==> src/rtl/eep_pkg.sv <==
package eep_pkg;

   typedef enum logic [3:0] {
      ST_IDLE,
      ST_DEV,
      ST_DEV_ACK,
      ST_WADDR,
      ST_WADDR_ACK,
      ST_WDATA,
      ST_WDATA_ACK,
      ST_RDATA,
      ST_RACK
   } eep_state_e;

   localparam int unsigned BYTE_W = 8;

endpackage

==> src/rtl/eep_line_filter.sv <==
module eep_line_filter #(
   parameter int unsigned SYNC_STAGES = 2,
   parameter int unsigned FILT_LEN    = 3
) (
   input  logic clk,
   input  logic rst_n,
   input  logic line_i,
   output logic line_o
);

   logic [SYNC_STAGES-1:0] sync_q;
   logic                   raw_s;

   always_ff @(posedge clk or negedge rst_n) begin
      if (!rst_n) sync_q <= '1;
      else        sync_q <= {sync_q[SYNC_STAGES-2:0], line_i};
   end

   assign raw_s = sync_q[SYNC_STAGES-1];

   generate
      if (FILT_LEN == 0) begin : g_bypass
         assign line_o = raw_s;
      end else begin : g_filter
         localparam int unsigned CNT_W = $clog2(FILT_LEN + 1);
         logic [CNT_W-1:0] cnt_q;
         logic             out_q;

         always_ff @(posedge clk or negedge rst_n) begin
            if (!rst_n) begin
               cnt_q <= '0;
               out_q <= 1'b1;
            end else if (raw_s != out_q) begin
               if (cnt_q == CNT_W'(FILT_LEN - 1)) begin
                  out_q <= raw_s;
                  cnt_q <= '0;
               end else begin
                  cnt_q <= cnt_q + CNT_W'(1);
               end
            end else begin
               cnt_q <= '0;
            end
         end

         assign line_o = out_q;

         AST_FILTER_SETTLED: assert property (@(posedge clk) disable iff (!rst_n)
            (out_q != $past(out_q)) |-> ($past(raw_s) == out_q));
      end
   endgenerate

endmodule

==> src/rtl/eep_mem_core.sv <==
module eep_mem_core #(
   parameter int unsigned ADDR_W    = 8,
   parameter int unsigned PAGE_W    = 4,
   parameter int unsigned WR_CYCLES = 250000
) (
   input  logic              clk,
   input  logic              rst_n,
   input  logic [ADDR_W-1:0] rd_addr,
   output logic [7:0]        rd_data,
   input  logic              buf_we,
   input  logic [ADDR_W-1:0] buf_addr,
   input  logic [7:0]        buf_data,
   input  logic              commit,
   output logic              busy
);

   localparam int unsigned DEPTH      = 1 << ADDR_W;
   localparam int unsigned PAGE_BYTES = 1 << PAGE_W;
   localparam int unsigned PG_W       = ADDR_W - PAGE_W;
   localparam int unsigned TMR_W      = $clog2(WR_CYCLES + 1);

   logic [7:0]            mem_q  [DEPTH];
   logic [7:0]            pbuf_q [PAGE_BYTES];
   logic [PAGE_BYTES-1:0] valid_q;
   logic [PG_W-1:0]       page_q;
   logic                  pend_q;
   logic [TMR_W-1:0]      tmr_q;
   logic                  busy_q;

   assign rd_data = mem_q[rd_addr];
   assign busy    = busy_q;

   always_ff @(posedge clk or negedge rst_n) begin
      if (!rst_n) begin
         for (int i = 0; i < PAGE_BYTES; i++) pbuf_q[i] <= 8'hFF;
         valid_q <= '0;
         page_q  <= '0;
         pend_q  <= 1'b0;
      end else if (buf_we) begin
         pbuf_q[buf_addr[PAGE_W-1:0]]  <= buf_data;
         valid_q[buf_addr[PAGE_W-1:0]] <= 1'b1;
         page_q <= buf_addr[ADDR_W-1:PAGE_W];
         pend_q <= 1'b1;
      end else if (busy_q && tmr_q == '0) begin
         valid_q <= '0;
         pend_q  <= 1'b0;
      end
   end

   always_ff @(posedge clk or negedge rst_n) begin
      if (!rst_n) begin
         busy_q <= 1'b0;
         tmr_q  <= '0;
      end else if (commit) begin
         busy_q <= 1'b1;
         tmr_q  <= TMR_W'(WR_CYCLES - 1);
      end else if (busy_q) begin
         if (tmr_q == '0) busy_q <= 1'b0;
         else             tmr_q  <= tmr_q - TMR_W'(1);
      end
   end

   always_ff @(posedge clk or negedge rst_n) begin
      if (!rst_n) begin
         for (int i = 0; i < DEPTH; i++) mem_q[i] <= 8'hFF;
      end else if (busy_q && tmr_q == '0) begin
         for (int i = 0; i < PAGE_BYTES; i++) begin
            if (valid_q[i]) mem_q[{page_q, PAGE_W'(i)}] <= pbuf_q[i];
         end
      end
   end

   AST_TMR_BOUND: assert property (@(posedge clk) disable iff (!rst_n)
      busy_q |-> (tmr_q < TMR_W'(WR_CYCLES)));
   AST_NO_COMMIT_BUSY: assert property (@(posedge clk) disable iff (!rst_n)
      commit |-> !busy_q);
   AST_NO_FILL_BUSY: assert property (@(posedge clk) disable iff (!rst_n)
      busy_q |-> !buf_we);
   AST_PAGE_FIXED: assert property (@(posedge clk) disable iff (!rst_n)
      (buf_we && pend_q) |-> (buf_addr[ADDR_W-1:PAGE_W] == page_q));

endmodule

==> src/rtl/eep_bus_engine.sv <==
module eep_bus_engine
   import eep_pkg::*;
#(
   parameter logic [6:0]  DEV_ADDR = 7'h50,
   parameter int unsigned ADDR_W   = 8,
   parameter int unsigned PAGE_W   = 4
) (
   input  logic              clk,
   input  logic              rst_n,
   input  logic              scl_f,
   input  logic              sda_f,
   input  logic              busy,
   input  logic [7:0]        rd_data,
   output logic [ADDR_W-1:0] rd_addr,
   output logic              buf_we,
   output logic [ADDR_W-1:0] buf_addr,
   output logic [7:0]        buf_data,
   output logic              commit,
   output logic              sda_pull
);

   eep_state_e        state_q;
   logic              scl_d, sda_d;
   logic              start_det, stop_det, scl_rise, scl_fall;
   logic [3:0]        bitcnt_q;
   logic [7:0]        shreg_q;
   logic [ADDR_W-1:0] addr_q;
   logic              rw_q, mack_q, wpend_q, pull_q;
   logic              byte_done;

   assign start_det = scl_f & scl_d & sda_d & ~sda_f;
   assign stop_det  = scl_f & scl_d & ~sda_d & sda_f;
   assign scl_rise  = scl_f & ~scl_d;
   assign scl_fall  = ~scl_f & scl_d;
   assign byte_done = scl_fall && (bitcnt_q == 4'd8);
   assign rd_addr   = addr_q;
   assign sda_pull  = pull_q;

   always_ff @(posedge clk or negedge rst_n) begin
      if (!rst_n) begin
         scl_d <= 1'b1;
         sda_d <= 1'b1;
      end else begin
         scl_d <= scl_f;
         sda_d <= sda_f;
      end
   end

   always_ff @(posedge clk or negedge rst_n) begin
      if (!rst_n) begin
         state_q  <= ST_IDLE;
         bitcnt_q <= '0;
         shreg_q  <= '0;
         addr_q   <= '0;
         rw_q     <= 1'b0;
         mack_q   <= 1'b0;
         wpend_q  <= 1'b0;
         pull_q   <= 1'b0;
         buf_we   <= 1'b0;
         buf_addr <= '0;
         buf_data <= '0;
         commit   <= 1'b0;
      end else begin
         buf_we <= 1'b0;
         commit <= 1'b0;
         if (start_det) begin
            state_q  <= ST_DEV;
            bitcnt_q <= '0;
            pull_q   <= 1'b0;
         end else if (stop_det) begin
            state_q <= ST_IDLE;
            pull_q  <= 1'b0;
            if (wpend_q) begin
               commit  <= 1'b1;
               wpend_q <= 1'b0;
            end
         end else begin
            unique case (state_q)
               ST_DEV, ST_WADDR, ST_WDATA: begin
                  if (scl_rise) begin
                     shreg_q  <= {shreg_q[6:0], sda_f};
                     bitcnt_q <= bitcnt_q + 4'd1;
                  end else if (byte_done) begin
                     if (state_q == ST_DEV) begin
                        if (shreg_q[7:1] == DEV_ADDR && !busy) begin
                           rw_q    <= shreg_q[0];
                           pull_q  <= 1'b1;
                           state_q <= ST_DEV_ACK;
                        end else begin
                           state_q <= ST_IDLE;
                        end
                     end else if (state_q == ST_WADDR) begin
                        addr_q  <= shreg_q[ADDR_W-1:0];
                        pull_q  <= 1'b1;
                        state_q <= ST_WADDR_ACK;
                     end else begin
                        buf_we   <= 1'b1;
                        buf_addr <= addr_q;
                        buf_data <= shreg_q;
                        addr_q   <= {addr_q[ADDR_W-1:PAGE_W],
                                     addr_q[PAGE_W-1:0] + PAGE_W'(1)};
                        wpend_q  <= 1'b1;
                        pull_q   <= 1'b1;
                        state_q  <= ST_WDATA_ACK;
                     end
                  end
               end
               ST_DEV_ACK: begin
                  if (scl_fall) begin
                     bitcnt_q <= '0;
                     if (rw_q) begin
                        shreg_q <= rd_data;
                        pull_q  <= ~rd_data[7];
                        state_q <= ST_RDATA;
                     end else begin
                        pull_q  <= 1'b0;
                        state_q <= ST_WADDR;
                     end
                  end
               end
               ST_WADDR_ACK, ST_WDATA_ACK: begin
                  if (scl_fall) begin
                     pull_q   <= 1'b0;
                     bitcnt_q <= '0;
                     state_q  <= ST_WDATA;
                  end
               end
               ST_RDATA: begin
                  if (scl_rise) begin
                     bitcnt_q <= bitcnt_q + 4'd1;
                  end else if (byte_done) begin
                     pull_q  <= 1'b0;
                     addr_q  <= addr_q + ADDR_W'(1);
                     state_q <= ST_RACK;
                  end else if (scl_fall) begin
                     shreg_q <= {shreg_q[6:0], 1'b0};
                     pull_q  <= ~shreg_q[6];
                  end
               end
               ST_RACK: begin
                  if (scl_rise) begin
                     mack_q <= ~sda_f;
                  end else if (scl_fall) begin
                     if (mack_q) begin
                        shreg_q  <= rd_data;
                        pull_q   <= ~rd_data[7];
                        bitcnt_q <= '0;
                        state_q  <= ST_RDATA;
                     end else begin
                        state_q <= ST_IDLE;
                     end
                  end
               end
               default: state_q <= ST_IDLE;
            endcase
         end
      end
   end

   AST_PULL_LOW_PHASE: assert property (@(posedge clk) disable iff (!rst_n)
      ($past(scl_f) && $past(scl_f, 2) && !$past(start_det || stop_det))
         |-> $stable(pull_q));
   AST_IDLE_RELEASED: assert property (@(posedge clk) disable iff (!rst_n)
      (state_q == ST_IDLE) |-> !pull_q);
   AST_ACK_AFTER_EIGHT: assert property (@(posedge clk) disable iff (!rst_n)
      ($rose(pull_q) && (state_q == ST_DEV_ACK || state_q == ST_WADDR_ACK ||
                         state_q == ST_WDATA_ACK)) |-> ($past(bitcnt_q) == 4'd8));
   AST_BUSY_NO_DEV_ACK: assert property (@(posedge clk) disable iff (!rst_n)
      (state_q == ST_DEV_ACK && $past(state_q) != ST_DEV_ACK) |-> !$past(busy));

endmodule

==> src/rtl/eep_two_wire_slave.sv <==
module eep_two_wire_slave #(
   parameter int unsigned SYNC_STAGES = 2,
   parameter int unsigned FILT_LEN    = 3,
   parameter int unsigned WR_CYCLES   = 250000,
   parameter logic [6:0]  DEV_ADDR    = 7'h50,
   parameter int unsigned ADDR_W      = 8,
   parameter int unsigned PAGE_W      = 4
) (
   input  logic clk,
   input  logic rst_n,
   input  logic scl_i,
   input  logic sda_i,
   output logic sda_pull_o
);

   generate
      if (SYNC_STAGES < 2) begin : g_chk_sync
         $error("SYNC_STAGES must be at least 2");
      end
      if (ADDR_W > 8 || ADDR_W < 2) begin : g_chk_addr
         $error("ADDR_W must lie in 2..8, the word address is one byte");
      end
      if (PAGE_W == 0 || PAGE_W >= ADDR_W) begin : g_chk_page
         $error("PAGE_W must lie in 1..ADDR_W-1");
      end
      if (WR_CYCLES == 0) begin : g_chk_wr
         $error("WR_CYCLES must be at least 1");
      end
   endgenerate

   logic              scl_f, sda_f, busy;
   logic [7:0]        rd_data, buf_data;
   logic [ADDR_W-1:0] rd_addr, buf_addr;
   logic              buf_we, commit;

   eep_line_filter #(.SYNC_STAGES(SYNC_STAGES), .FILT_LEN(FILT_LEN)) i_scl_filt (
      .clk(clk), .rst_n(rst_n), .line_i(scl_i), .line_o(scl_f));

   eep_line_filter #(.SYNC_STAGES(SYNC_STAGES), .FILT_LEN(FILT_LEN)) i_sda_filt (
      .clk(clk), .rst_n(rst_n), .line_i(sda_i), .line_o(sda_f));

   eep_bus_engine #(.DEV_ADDR(DEV_ADDR), .ADDR_W(ADDR_W), .PAGE_W(PAGE_W)) i_engine (
      .clk(clk), .rst_n(rst_n), .scl_f(scl_f), .sda_f(sda_f), .busy(busy),
      .rd_data(rd_data), .rd_addr(rd_addr), .buf_we(buf_we), .buf_addr(buf_addr),
      .buf_data(buf_data), .commit(commit), .sda_pull(sda_pull_o));

   eep_mem_core #(.ADDR_W(ADDR_W), .PAGE_W(PAGE_W), .WR_CYCLES(WR_CYCLES)) i_mem (
      .clk(clk), .rst_n(rst_n), .rd_addr(rd_addr), .rd_data(rd_data),
      .buf_we(buf_we), .buf_addr(buf_addr), .buf_data(buf_data),
      .commit(commit), .busy(busy));

endmodule

==> config.mk <==
export PLATFORM = sky130hd
export DESIGN_NAME = eep_two_wire_slave
export DESIGN_NICKNAME = d
export VERILOG_FILES = /design/src/rtl/eep_pkg.sv /design/src/rtl/eep_line_filter.sv /design/src/rtl/eep_mem_core.sv /design/src/rtl/eep_bus_engine.sv /design/src/rtl/eep_two_wire_slave.sv
export SDC_FILE = /design/constraint.sdc
export NUM_CORES = 2
export LEC_CHECK = 0
export BUFFER_PORTS_ARGS = -buffer_cell sky130_fd_sc_hd__buf_4
export CORE_MARGIN = 8
export CORE_UTILIZATION = 35
export CTS_BUF_LIST = sky130_fd_sc_hd__clkbuf_8
export DETAILED_ROUTE_END_ITERATION = 8
export MAX_ROUTING_LAYER = met4
export PLACE_DENSITY = 0.56
export SLEW_MARGIN = 40
export SYNTH_ARGS = -nofsm -noshare
export SYNTH_HDL_FRONTEND = slang
export SYNTH_HIERARCHICAL = 1
export SYNTH_SLANG_ARGS = --single-unit
export TNS_END_PERCENT = 10
==> constraint.sdc <==
create_clock -name clk -period 3.4 [get_ports clk]
set_clock_uncertainty 0.15 [all_clocks]
set_input_delay 0.68 -clock clk [delete_from_list [all_inputs] [get_ports clk]]
set_output_delay 0.68 -clock clk [all_outputs]
set_load 0.05 [all_outputs]
==> reports/metrics.cfg <==
[outcome]
status=complete, but fails checks
failed_checks=negative setup slack

[logic_synthesis]
ys_seq_area_share_pct=53.6
synth_warnings=6
synthArstFlopShare_pct=100
synthCells=6867
synth-seq-cells=2273
yosysUniqueCellTypes=81
syn-num-nets=6875
synth_top_flop_cell=dfstp_2
synth_edf_count=0
synth_area_um2=111000
syn_avg_cell_area_um2=16.2

[layout]
syn2layout_area_growth_pct=19.3
layout-drive-gt1-share_pct=82.1
instances_no_fill=12300
mostFrequentLayoutCells=2173 x dfstp_2, 1430 x mux2_2, 787 x mux2_4
nets=7760
final_common_cell=dfstp_2

[die]
fp.dieH_um=580
dieArea_um2=336000
ios=5
num_rows=207
start_util_pct=35.1
die_w_um=580
core_um2=317000

[setup_path]
slowest_stage=nor4_4
cp.required_ns=4.28
start_kind=flip-flop
worstPathCellList=buf_12 -> buf_16 -> buf_16 -> buf_12 -> buf_12 -> buf_12 -> mux2i_4 -> o221ai_2 -> buf_6 -> o22ai_4 -> o31ai_4 -> buf_6 -> nor3_4 -> nor4_4 -> buf_4 -> nand3_2 -> nand2_1 -> mux2_4
cp_max_fo=6
crit_type=flip-flop to flip-flop
endpoint_kind=flip-flop
crit_path_max_incr_delay_ns=0.55
cp.arrival_ns=4.81
cpMostUsedCell=buf_12

[global_routing]
grt_pass1_vias=72700
grt_pass1_wl_um=600000
gr-total-overflow=0
grt_max_degree=171
gr-usage-all-layers_pct=25.6
antenna_found_initial=53

[flow_run]
drv_cap=0

[timing]
slew_viol_final=0
timing.final.ws_setup_ns=-0.534
slew_headroom_pct=38.0
hold_viol=0
worst_pin_slew_ns=0.929
fmax_ghz=0.254
rsz0062_at_grt=yes
setup-violations-final=9
min_period_ns=3.93
fin_crit_sh_pct=116

[detailed_routing]
avgRoutedWirePerCell_um=35.2
drtIter0Drc=6805
viasPerCell=5.73
drc_errors=0
drt_pre_antenna_iters=5
final_antenna_net_count=0
via_count=70300
drt-total-wl_um=431000

[place]
portBuffers=4
gp_congestion=1.03
dp_hpwl_um=288000
dp_cells=11500

[power]
total_power_mw=58.6
power_leakage_nw=51.2
ir_drop_mv=0.440
power_density_nw_per_um2=442

[cts]
clock-sinks=2273
cts-buffers-inserted=397
clk_latency_ns=1.08
clk_pin_slew_ns=0.07
clockBufferDepth=4
cts_tree=built
cts_max_level=5
root_buffer=clkbuf_8

[min_path]
hold_path_class=input port to flip-flop

area by class of cell:
type / count / area [µm²]
Fill cell: 28600 / 184000
Antenna cell: 29 / 72.6
Clock buffer: 512 / 7050
Timing Repair Buffer: 935 / 9010
Multi-Input combinational cell: 4118 / 50000
Sequential cell: 2273 / 59700
Clock inverter: 201 / 1400
Tap cell: 4180 / 5230
Inverter: 27 / 106
cells in the mapped netlist (23+ instances only):
| master | count | area, µm² |
|---|---|---|
| nor4_1 | 23 | 144 |
| nand2b_1 | 38 | 238 |
| a22oi_1 | 73 | 548 |
| clkbuf_1 | 285 | 1070 |
| a211oi_1 | 26 | 195 |
| a21oi_1 | 75 | 375 |
| nor4b_4 | 118 | 2810 |
| mux2i_1 | 220 | 2200 |
| nor3_1 | 35 | 175 |
| nand2_1 | 111 | 417 |
| inv_1 | 24 | 90.1 |
| nor2_1 | 229 | 860 |
| dfstp_2 | 2184 | 57400 |
| dfrtp_1 | 89 | 2230 |
| mux4_2 | 443 | 9980 |
| buf_4 | 29 | 218 |
| mux2_4 | 786 | 11800 |
| mux2_2 | 1431 | 16100 |
| o21ai_0 | 48 | 240 |
| nand4_1 | 137 | 857 |
| buf_2 | 67 | 335 |
| nand3_1 | 26 | 130 |
| o221ai_1 | 48 | 420 |
| o22ai_1 | 35 | 219 |
| buf_1 | 56 | 210 |
critical path, delay by kind of cell, from the launching register on:
family          cells  cell delay [ns]
compound gates      3             0.67
buf+inv             9             1.46
flops               1             0.50
mux                 2             0.34
simple gates        4             0.75
cell families (layout without fill, tap and decap cells):
group	Yosys count	count (layout)	synth area share, %
muxes	2880	2880	36.1
DFF	2273	2273	53.6
and+or+nand+nor	805	805	5.65
buffers and inverters	476	1675	1.89
AOI/OAI and AO/OA	411	411	2.61
xor gates and xnor gates	18	18	0.142
adders and majority gates	4	4	0.0450
other	0	29	0
report_power, final:
| group | switching (mW) | internal, mW | leakage [nW] |
|---|---|---|---|
| sequential | 0.248 | 27.4 | 23.7 |
| clock | 12.0 | 14.8 | 4.78 |
| combinational | 2.55 | 1.66 | 22.7 |
metrics by stage:
stage                     utilization [%]  worst slack (ns)  hold slack, ns  setup TNS, ns  area [µm²]
after CTS                            41.7            -0.354          0.0140          -2.60      132000
final                                41.8            -0.534           0.115          -3.37      133000
after global routing                 41.8            -0.481          0.0645          -3.71      133000
after global placement               38.7             -1.29           0.198          -6.55      123000
after detailed placement             38.7             -1.00           0.198          -5.11      123000
after floorplan                         -         -0.000379           0.195      -0.000379      111000
path summary, 6_finish.rpt:
kind,from,endpoint,slack (ns),depth (start not counted)
worst max-delay path,i_engine/rd_addr[0]$_DFFE_PN0P_,i_engine/shreg_q[0]$_DFFE_PN0P_,-0.53,18
worst min-delay path,sda_i,i_sda_filt/sync_q[0]$_DFF_PN1_,0.12,2
worst max register to register,i_engine/rd_addr[0]$_DFFE_PN0P_,i_engine/shreg_q[0]$_DFFE_PN0P_,-0.53,18
worst min register to register,i_sda_filt/sync_q[0]$_DFF_PN1_,i_sda_filt/sync_q[1]$_DFF_PN1_,0.20,0
max in group asynchronous,rst_n,i_mem/mem_q[1357]$_DFFE_PN1P_,1.72,4
min in group asynchronous,rst_n,i_engine/buf_addr[6]$_DFFE_PN0P_,0.34,3
metal layers:
| layer | wire (µm) | vias to the layer above | track usage, % |
|---|---|---|---|
| li1 | - | 27900 | - |
| met1 | 189000 | 38900 | 35.1 |
| met2 | 189000 | 2875 | 36.9 |
| met3 | 35100 | 688 | 6.06 |
| met4 | 18100 | 0 | 9.47 |
| met5 | 0 | - | - |
timing repair:
action | CTS | global route
cloned | 7 | 0
endpoints found under the setup margin | 9 | 18
hold buffers | 4 | 0
buffers inserted | 25 | 17
resized for setup | 91 | 48
hold endpoints to repair | 172 | 0
pin swaps | 22 | 28
flip-flops by register name, summed over array words and instances, names as in the netlist, 2 cells and up:
register,flops
i_engine/shreg_q,8
i_engine/bitcnt_q,4
i_mem/valid_q,16
i_mem/page_q,4
i_engine/rd_addr,8
i_engine/state_q,4
i_sda_filt/sync_q,2
i_mem/tmr_q,18
i_mem/mem_q,2048
i_sda_filt/g_filter.cnt_q,2
i_engine/buf_data,8
i_engine/buf_addr,8
i_mem/pbuf_q,128
i_scl_filt/g_filter.cnt_q,2
i_scl_filt/sync_q,2
(Power assumes the default switching activity.)
